[config.mk]
export PLATFORM = sky130hd
export DESIGN_NAME = ibp_host_port
export DESIGN_NICKNAME = d
export VERILOG_FILES = /design/src/rtl/ibp_pkg.sv /design/src/rtl/ibp_sync.sv /design/src/rtl/ibp_regfile.sv /design/src/rtl/ibp_buffer.sv /design/src/rtl/ibp_host_port.sv
export SDC_FILE = /design/constraint.sdc
export NUM_CORES = 2
export LEC_CHECK = 0
export CAP_MARGIN = 20
export CELL_PAD_IN_SITES_DETAIL_PLACEMENT = 1
export CELL_PAD_IN_SITES_GLOBAL_PLACEMENT = 2
export CORE_MARGIN = 2
export CORE_UTILIZATION = 50
export CTS_CLUSTER_SIZE = 25
export DETAILED_ROUTE_END_ITERATION = 10
export PLACE_DENSITY = 0.87
export SETUP_SLACK_MARGIN = 0.05
export SLEW_MARGIN = 10
export SYNTH_ARGS = -nofsm -noshare
export SYNTH_HDL_FRONTEND = slang
export SYNTH_SLANG_ARGS = --single-unit
[constraint.sdc]
create_clock -name clk -period 9.6 [get_ports clk]
set_input_delay 1.92 -clock clk [delete_from_list [all_inputs] [get_ports clk]]
set_output_delay 1.92 -clock clk [all_outputs]
set_load 0.005 [all_outputs]
[src/rtl/ibp_pkg.sv]
package ibp_pkg;

    typedef enum logic [2:0] {
        ST_IDLE,
        ST_RD_HOLD,
        ST_RD_STEP,
        ST_WR_HOLD,
        ST_WR_APPLY
    } ibp_state_e;

    localparam int unsigned IDX_CTRL         = 0;
    localparam int unsigned IDX_IRQ_EN       = 1;
    localparam int unsigned IDX_STATUS       = 2;
    localparam int unsigned NUM_REGS         = 3;
    localparam int unsigned CTRL_AUTOINC_BIT = 0;

endpackage

[src/rtl/ibp_sync.sv]
module ibp_sync #(
    parameter int unsigned W      = 1,
    parameter int unsigned STAGES = 2,
    parameter logic [W-1:0] RST_VAL = '0
) (
    input  logic         clk,
    input  logic         rst_n,
    input  logic [W-1:0] d,
    output logic [W-1:0] q
);

    for (genvar s = 0; s < STAGES; s++) begin : g_stage
        logic [W-1:0] r;
        if (s == 0) begin : g_first
            always_ff @(posedge clk or negedge rst_n) begin
                if (!rst_n) r <= RST_VAL;
                else        r <= d;
            end
        end else begin : g_next
            always_ff @(posedge clk or negedge rst_n) begin
                if (!rst_n) r <= RST_VAL;
                else        r <= g_stage[s-1].r;
            end
        end
    end

    assign q = g_stage[STAGES-1].r;

endmodule

[src/rtl/ibp_regfile.sv]
module ibp_regfile
    import ibp_pkg::*;
#(
    parameter int unsigned DW = 8,
    parameter int unsigned AW = 8
) (
    input  logic          clk,
    input  logic          rst_n,
    input  logic [AW-1:0] addr,
    input  logic          we,
    input  logic [DW-1:0] wdata,
    input  logic [DW-1:0] evt_set,
    output logic          is_reg,
    output logic [DW-1:0] rdata,
    output logic          autoinc,
    output logic [DW-1:0] stat_o,
    output logic          irq
);

    logic          autoinc_q;
    logic [DW-1:0] en_q;
    logic [DW-1:0] stat_q;
    logic [DW-1:0] clr_mask;

    assign is_reg = (addr < AW'(NUM_REGS));

    always_ff @(posedge clk or negedge rst_n) begin
        if (!rst_n) begin
            autoinc_q <= 1'b0;
            en_q      <= '0;
        end else if (we) begin
            if (addr == AW'(IDX_CTRL))   autoinc_q <= wdata[CTRL_AUTOINC_BIT];
            if (addr == AW'(IDX_IRQ_EN)) en_q      <= wdata;
        end
    end

    assign clr_mask = (we && addr == AW'(IDX_STATUS)) ? wdata : '0;

    for (genvar b = 0; b < DW; b++) begin : g_stat
        always_ff @(posedge clk or negedge rst_n) begin
            if (!rst_n)           stat_q[b] <= 1'b0;
            else if (evt_set[b])  stat_q[b] <= 1'b1;
            else if (clr_mask[b]) stat_q[b] <= 1'b0;
        end
    end

    always_comb begin
        rdata = '0;
        if (addr == AW'(IDX_CTRL))        rdata[CTRL_AUTOINC_BIT] = autoinc_q;
        else if (addr == AW'(IDX_IRQ_EN)) rdata = en_q;
        else if (addr == AW'(IDX_STATUS)) rdata = stat_q;
    end

    assign autoinc = autoinc_q;
    assign stat_o  = stat_q;
    assign irq     = |(stat_q & en_q);

endmodule

[src/rtl/ibp_buffer.sv]
module ibp_buffer #(
    parameter int unsigned DW = 8,
    parameter int unsigned AW = 8
) (
    input  logic          clk,
    input  logic          we,
    input  logic [AW-1:0] addr,
    input  logic [DW-1:0] wdata,
    output logic [DW-1:0] rdata
);

    localparam int unsigned DEPTH = 1 << AW;

    logic [DW-1:0] mem [DEPTH];

    always_ff @(posedge clk) begin
        if (we) mem[addr] <= wdata;
    end

    assign rdata = mem[addr];

endmodule

[src/rtl/ibp_host_port.sv]
module ibp_host_port
    import ibp_pkg::*;
#(
    parameter int unsigned DW          = 8,
    parameter int unsigned AW          = 8,
    parameter int unsigned SYNC_STAGES = 2
) (
    input  logic          clk,
    input  logic          rst_n,
    input  logic          cs_n,
    input  logic          rd_n,
    input  logic          wr_n,
    input  logic          a0,
    input  logic [DW-1:0] d_in,
    output logic [DW-1:0] d_out,
    output logic          d_oe,
    input  logic [DW-1:0] evt_set,
    output logic          irq
);

    localparam int unsigned SW = DW + 4;
    localparam logic [SW-1:0] SYNC_RST = {{(DW+1){1'b0}}, 3'b111};

    logic [SW-1:0] raw_bus, syn_bus;
    logic          s_wr_n, s_rd_n, s_cs_n, s_a0;
    logic [DW-1:0] s_d;
    logic          rd_act, wr_act;

    ibp_state_e    state_q, state_d;
    logic [AW-1:0] idx_q;
    logic          acc_a0_q;
    logic [DW-1:0] wd_q;
    logic [DW-1:0] rdata_q;

    logic          rd_capture, wr_track, commit_data, commit_idx, step_idx;
    logic          is_reg, autoinc;
    logic [DW-1:0] reg_rdata, buf_rdata, sel_rdata, stat_w;
    logic          stat_wr;

    assign raw_bus = {a0, d_in, cs_n, rd_n, wr_n};

    ibp_sync #(
        .W      (SW),
        .STAGES (SYNC_STAGES),
        .RST_VAL(SYNC_RST)
    ) sync_i (
        .clk  (clk),
        .rst_n(rst_n),
        .d    (raw_bus),
        .q    (syn_bus)
    );

    assign s_wr_n = syn_bus[0];
    assign s_rd_n = syn_bus[1];
    assign s_cs_n = syn_bus[2];
    assign s_d    = syn_bus[DW+2:3];
    assign s_a0   = syn_bus[DW+3];

    assign rd_act = !s_cs_n && !s_rd_n;
    assign wr_act = !s_cs_n && !s_wr_n;

    // State register
    always_ff @(posedge clk or negedge rst_n) begin
        if (!rst_n) state_q <= ST_IDLE;
        else        state_q <= state_d;
    end

    // Next-state logic
    always_comb begin
        state_d = state_q;
        unique case (state_q)
            ST_IDLE: begin
                if (rd_act)      state_d = ST_RD_HOLD;
                else if (wr_act) state_d = ST_WR_HOLD;
            end
            ST_RD_HOLD:  if (!rd_act) state_d = ST_RD_STEP;
            ST_RD_STEP:  state_d = ST_IDLE;
            ST_WR_HOLD:  if (!wr_act) state_d = ST_WR_APPLY;
            ST_WR_APPLY: state_d = ST_IDLE;
            default:     state_d = ST_IDLE;
        endcase
    end

    // Output decode of the sequencer
    always_comb begin
        rd_capture  = 1'b0;
        wr_track    = 1'b0;
        commit_data = 1'b0;
        commit_idx  = 1'b0;
        step_idx    = 1'b0;
        unique case (state_q)
            ST_IDLE: begin
                rd_capture = rd_act;
                wr_track   = !rd_act && wr_act;
            end
            ST_RD_HOLD: ;
            ST_RD_STEP: step_idx = acc_a0_q && autoinc;
            ST_WR_HOLD: wr_track = wr_act;
            ST_WR_APPLY: begin
                commit_data = acc_a0_q;
                commit_idx  = !acc_a0_q;
                step_idx    = acc_a0_q && autoinc;
            end
            default: ;
        endcase
    end

    // Access datapath
    always_ff @(posedge clk or negedge rst_n) begin
        if (!rst_n) begin
            idx_q    <= '0;
            acc_a0_q <= 1'b0;
            wd_q     <= '0;
            rdata_q  <= '0;
        end else begin
            if (rd_capture) begin
                acc_a0_q <= s_a0;
                rdata_q  <= s_a0 ? sel_rdata : DW'(idx_q);
            end
            if (wr_track) begin
                acc_a0_q <= s_a0;
                wd_q     <= s_d;
            end
            if (commit_idx)    idx_q <= AW'(wd_q);
            else if (step_idx) idx_q <= idx_q + AW'(1);
        end
    end

    ibp_regfile #(.DW(DW), .AW(AW)) regs_i (
        .clk    (clk),
        .rst_n  (rst_n),
        .addr   (idx_q),
        .we     (commit_data && is_reg),
        .wdata  (wd_q),
        .evt_set(evt_set),
        .is_reg (is_reg),
        .rdata  (reg_rdata),
        .autoinc(autoinc),
        .stat_o (stat_w),
        .irq    (irq)
    );

    ibp_buffer #(.DW(DW), .AW(AW)) buf_i (
        .clk  (clk),
        .we   (commit_data && !is_reg),
        .addr (idx_q),
        .wdata(wd_q),
        .rdata(buf_rdata)
    );

    assign sel_rdata = is_reg ? reg_rdata : buf_rdata;
    assign stat_wr   = commit_data && (idx_q == AW'(IDX_STATUS));

    assign d_out = rdata_q;
    assign d_oe  = !cs_n && !rd_n;

endmodule

==> flow_summary.json <==
{
  "coreArea_sq_mm": 0.163,
  "grt_pass1_vias": 44500,
  "p_comb_frac": 0.282,
  "drive_above_1_share": 0.208,
  "setup_viol": 0,
  "swShare": 0.334,
  "clk_latency_ns": 0.87,
  "async_flop_share": 0.0326,
  "layout_min_cycle_time_ns": 5.06,
  "synth_common_cells": "edfxtp_1, mux4_2, nor2_1",
  "powerDensity_mw_per_mm2": 296,
  "ir_drop_uv": 302,
  "synthesis.nets": 4116,
  "drc": 0,
  "ios": 32,
  "clockRootBuffer": "clkbuf_16",
  "drt_iter0_markers": 5662,
  "critPathLaunchType": "flop",
  "clock_sinks": 2117,
  "die_h_microns": 410,
  "initial_core_util": 0.505,
  "via_count": 42700,
  "syn_inst": 4090,
  "nNetsFinal": 4192,
  "synth_top_area_frac": 0.746,
  "grt_first_pass_wirelength_mm": 327,
  "area_growth_pct": 10.7,
  "skew_ns": 0.0368,
  "clkTransAtPathRegs_ns": 0.06,
  "grt_use_total": 0.271,
  "post_cts_buffers": 0,
  "ys_seq_area_frac": 0.767,
  "synth_flop_cell": "edfxtp_1",
  "hold_buffers": 0,
  "synth_area_leader_cell": "edfxtp_1",
  "place.gp.congestion": 0.866,
  "cts_resized": 0,
  "place.detailed.hpwl_mm": 138,
  "period_share": 0.527,
  "portBuffers": 31,
  "finalHoldViolCount": 0,
  "seq_power_share": 0.430,
  "arrival_ns": 5.54,
  "die-area_sq_mm": 0.168,
  "yosys_warnings": 0,
  "reg2reg_depth": 8,
  "syn_avg_cell_area_sq_um": 20.2,
  "antenna_found_initial": 6,
  "clkPwrFrac": 0.288,
  "cts_buffer_depth": 3,
  "firstDrtPassIters": 6,
  "chipWidth_microns": 410,
  "relSlewSlack": 0.111,
  "switching_power_mw": 9.04,
  "min_path_type": "reg2reg",
  "overflow": 0,
  "p_leak_nw": 27.8,
  "cts_buffers": 206,
  "yosysMostFrequentCell": "edfxtp_1",
  "status": "completed",
  "htree_levels": 4,
  "internal_power_mw": 18.0,
  "cp_max_fo": 35,
  "end_kind": "flop",
  "yosys_register_bits": 2117,
  "vias_per_cell": 6.54,
  "synth.area.top_cells": "edfxtp_1, mux4_2, mux2i_1, dfrtp_1, nor2_1",
  "crit_required_ns": 10.08,
  "post_drt_wl_per_cell_microns": 34.7,
  "rsz0062_at_grt": "no",
  "grt_max_degree": 235,
  "synthDistinctLibCells": 83,
  "setup-tns-final_ns": 0,
  "worst-slew-pin-transition_ns": 1.33,
  "max_freq_ghz": 0.198,
  "drv_cap": 0,
  "num_rows": 148,
  "synth_edf_count": 2048,
  "cts_tree": "done",
  "critPathKind": "reg2reg",
  "worstHoldPathCells": 0,
  "fin_util": 0.559,
  "finalWirelength_mm": 226,
  "ant_nets": 0,
  "drv_slew": 0,
  "synth_area_sq_mm": 0.0824
}
-- path summary, 6_finish.rpt --
path                                                         from                               end  slack [ns]
worst max-delay path                         idx_q[0]$_DFFE_PN0P_        buf_i.mem[56][4]$_DFFE_PP_        4.54
worst min register to register  sync_i.g_stage[0].r[10]$_DFF_PN0_            sync_i.q[10]$_DFF_PN0_        0.35
max in group asynchronous                                   rst_n              idx_q[2]$_DFFE_PN0P_        7.68
worst min-delay path            sync_i.g_stage[0].r[10]$_DFF_PN0_            sync_i.q[10]$_DFF_PN0_        0.35
worst max register to register               idx_q[0]$_DFFE_PN0P_        buf_i.mem[56][4]$_DFFE_PP_        4.54
min in group asynchronous                                   rst_n  sync_i.g_stage[0].r[8]$_DFF_PN0_        1.20
-- sequential cells by signal, summed over array words and instances (netlist names), 8 cells and up --
| signal | flops |
|---|---|
| buf_i.mem | 2048 |
| regs_i.en_q | 8 |
| d_out | 8 |
| idx_q | 8 |
| sync_i.q | 12 |
| sync_i.g_stage.r | 12 |
| regs_i.stat_o | 8 |
| wd_q | 8 |
-- cells in the final DEF (no fill, tap or decap), types with 49 or more instances in the layout --
master / synthesis / layout
nand2_1: 160 / 159
dfrtp_1: 63 / 49
a22oi_1: 66 / 66
a21oi_1: 90 / 90
buf_4: 44 / 73
clkbuf_1: 88 / 57
mux2_2: 68 / 68
clkinv_1: 2 / 49
nor2_1: 308 / 308
edfxtp_1: 2048 / 2048
o22ai_1: 79 / 79
mux4_2: 414 / 414
clkbuf_16: 0 / 208
o21ai_0: 53 / 53
mux2i_1: 165 / 165
-- cells by family after synthesis --
family,Yosys count,share of synthesized area
DFF,2117,0.767
AOI/OAI and AO/OA,452,0.0380
adders and majority gates,4,0.000607
and+or+nand+nor,614,0.0324
xor gates and xnor gates,2,0.000213
muxes,650,0.143
buffers and inverters,251,0.0181
-- worst max-delay path, stage by stage, from the launching register on --
cell,delay (ns)
dfrtp_4,0.81
buf_4,0.67
ha_1,0.40
nor4_2,0.08
buf_4,0.22
or2_2,0.37
nor3_1,0.57
nand2_1,0.63
nor2_1,0.88
-- metrics by stage --
| stage | hold slack, ns | instances | instance area [sq um] | setup slack, ns | total power, mW |
|---|---|---|---|---|---|
| floorplan | 0.331 | 4090 | 82400 | 5.55 | 16.5 |
| global placement | 0.335 | 6129 | 84700 | 4.66 | 19.0 |
| detailed placement | 0.338 | 6129 | 84700 | 4.69 | 19.2 |
| CTS | 0.353 | 6512 | 91100 | 4.66 | 26.9 |
| global route | 0.363 | 6516 | 91200 | 4.40 | 27.7 |
| finish | 0.352 | 6519 | 91300 | 4.54 | 27.0 |
-- power by group through the flow --
stage,registers (mW),logic [mW],clock network (mW)
final,11.6,7.62,7.79
after global routing,11.6,7.88,8.14
after CTS,11.6,7.46,7.82
after detailed placement,11.8,7.39,0
after global placement,11.8,7.18,0
after floorplan,12.0,4.47,0
-- area by class of cell --
type,instances,area [sq um]
clock inverter,109,870
fill,13900,71900
tap,2175,2720
sequential,2117,63300
antenna,3,7.51
clock buffer,274,5540
multi-input combinational,1722,17700
inverter,6,22.5
timing repair buffer,113,1080
-- metal layers --
layer | global-route usage | up-vias | part of all wire
li1 | - | 17000 | -
met1 | 0.363 | 22700 | 0.37
met2 | 0.434 | 2444 | 0.49
met3 | 0.0600 | 519 | 0.098
met4 | 0.109 | 8 | 0.044
met5 | 0 | - | 0.00024
Note: power is estimated with default switching activity, not from simulation.
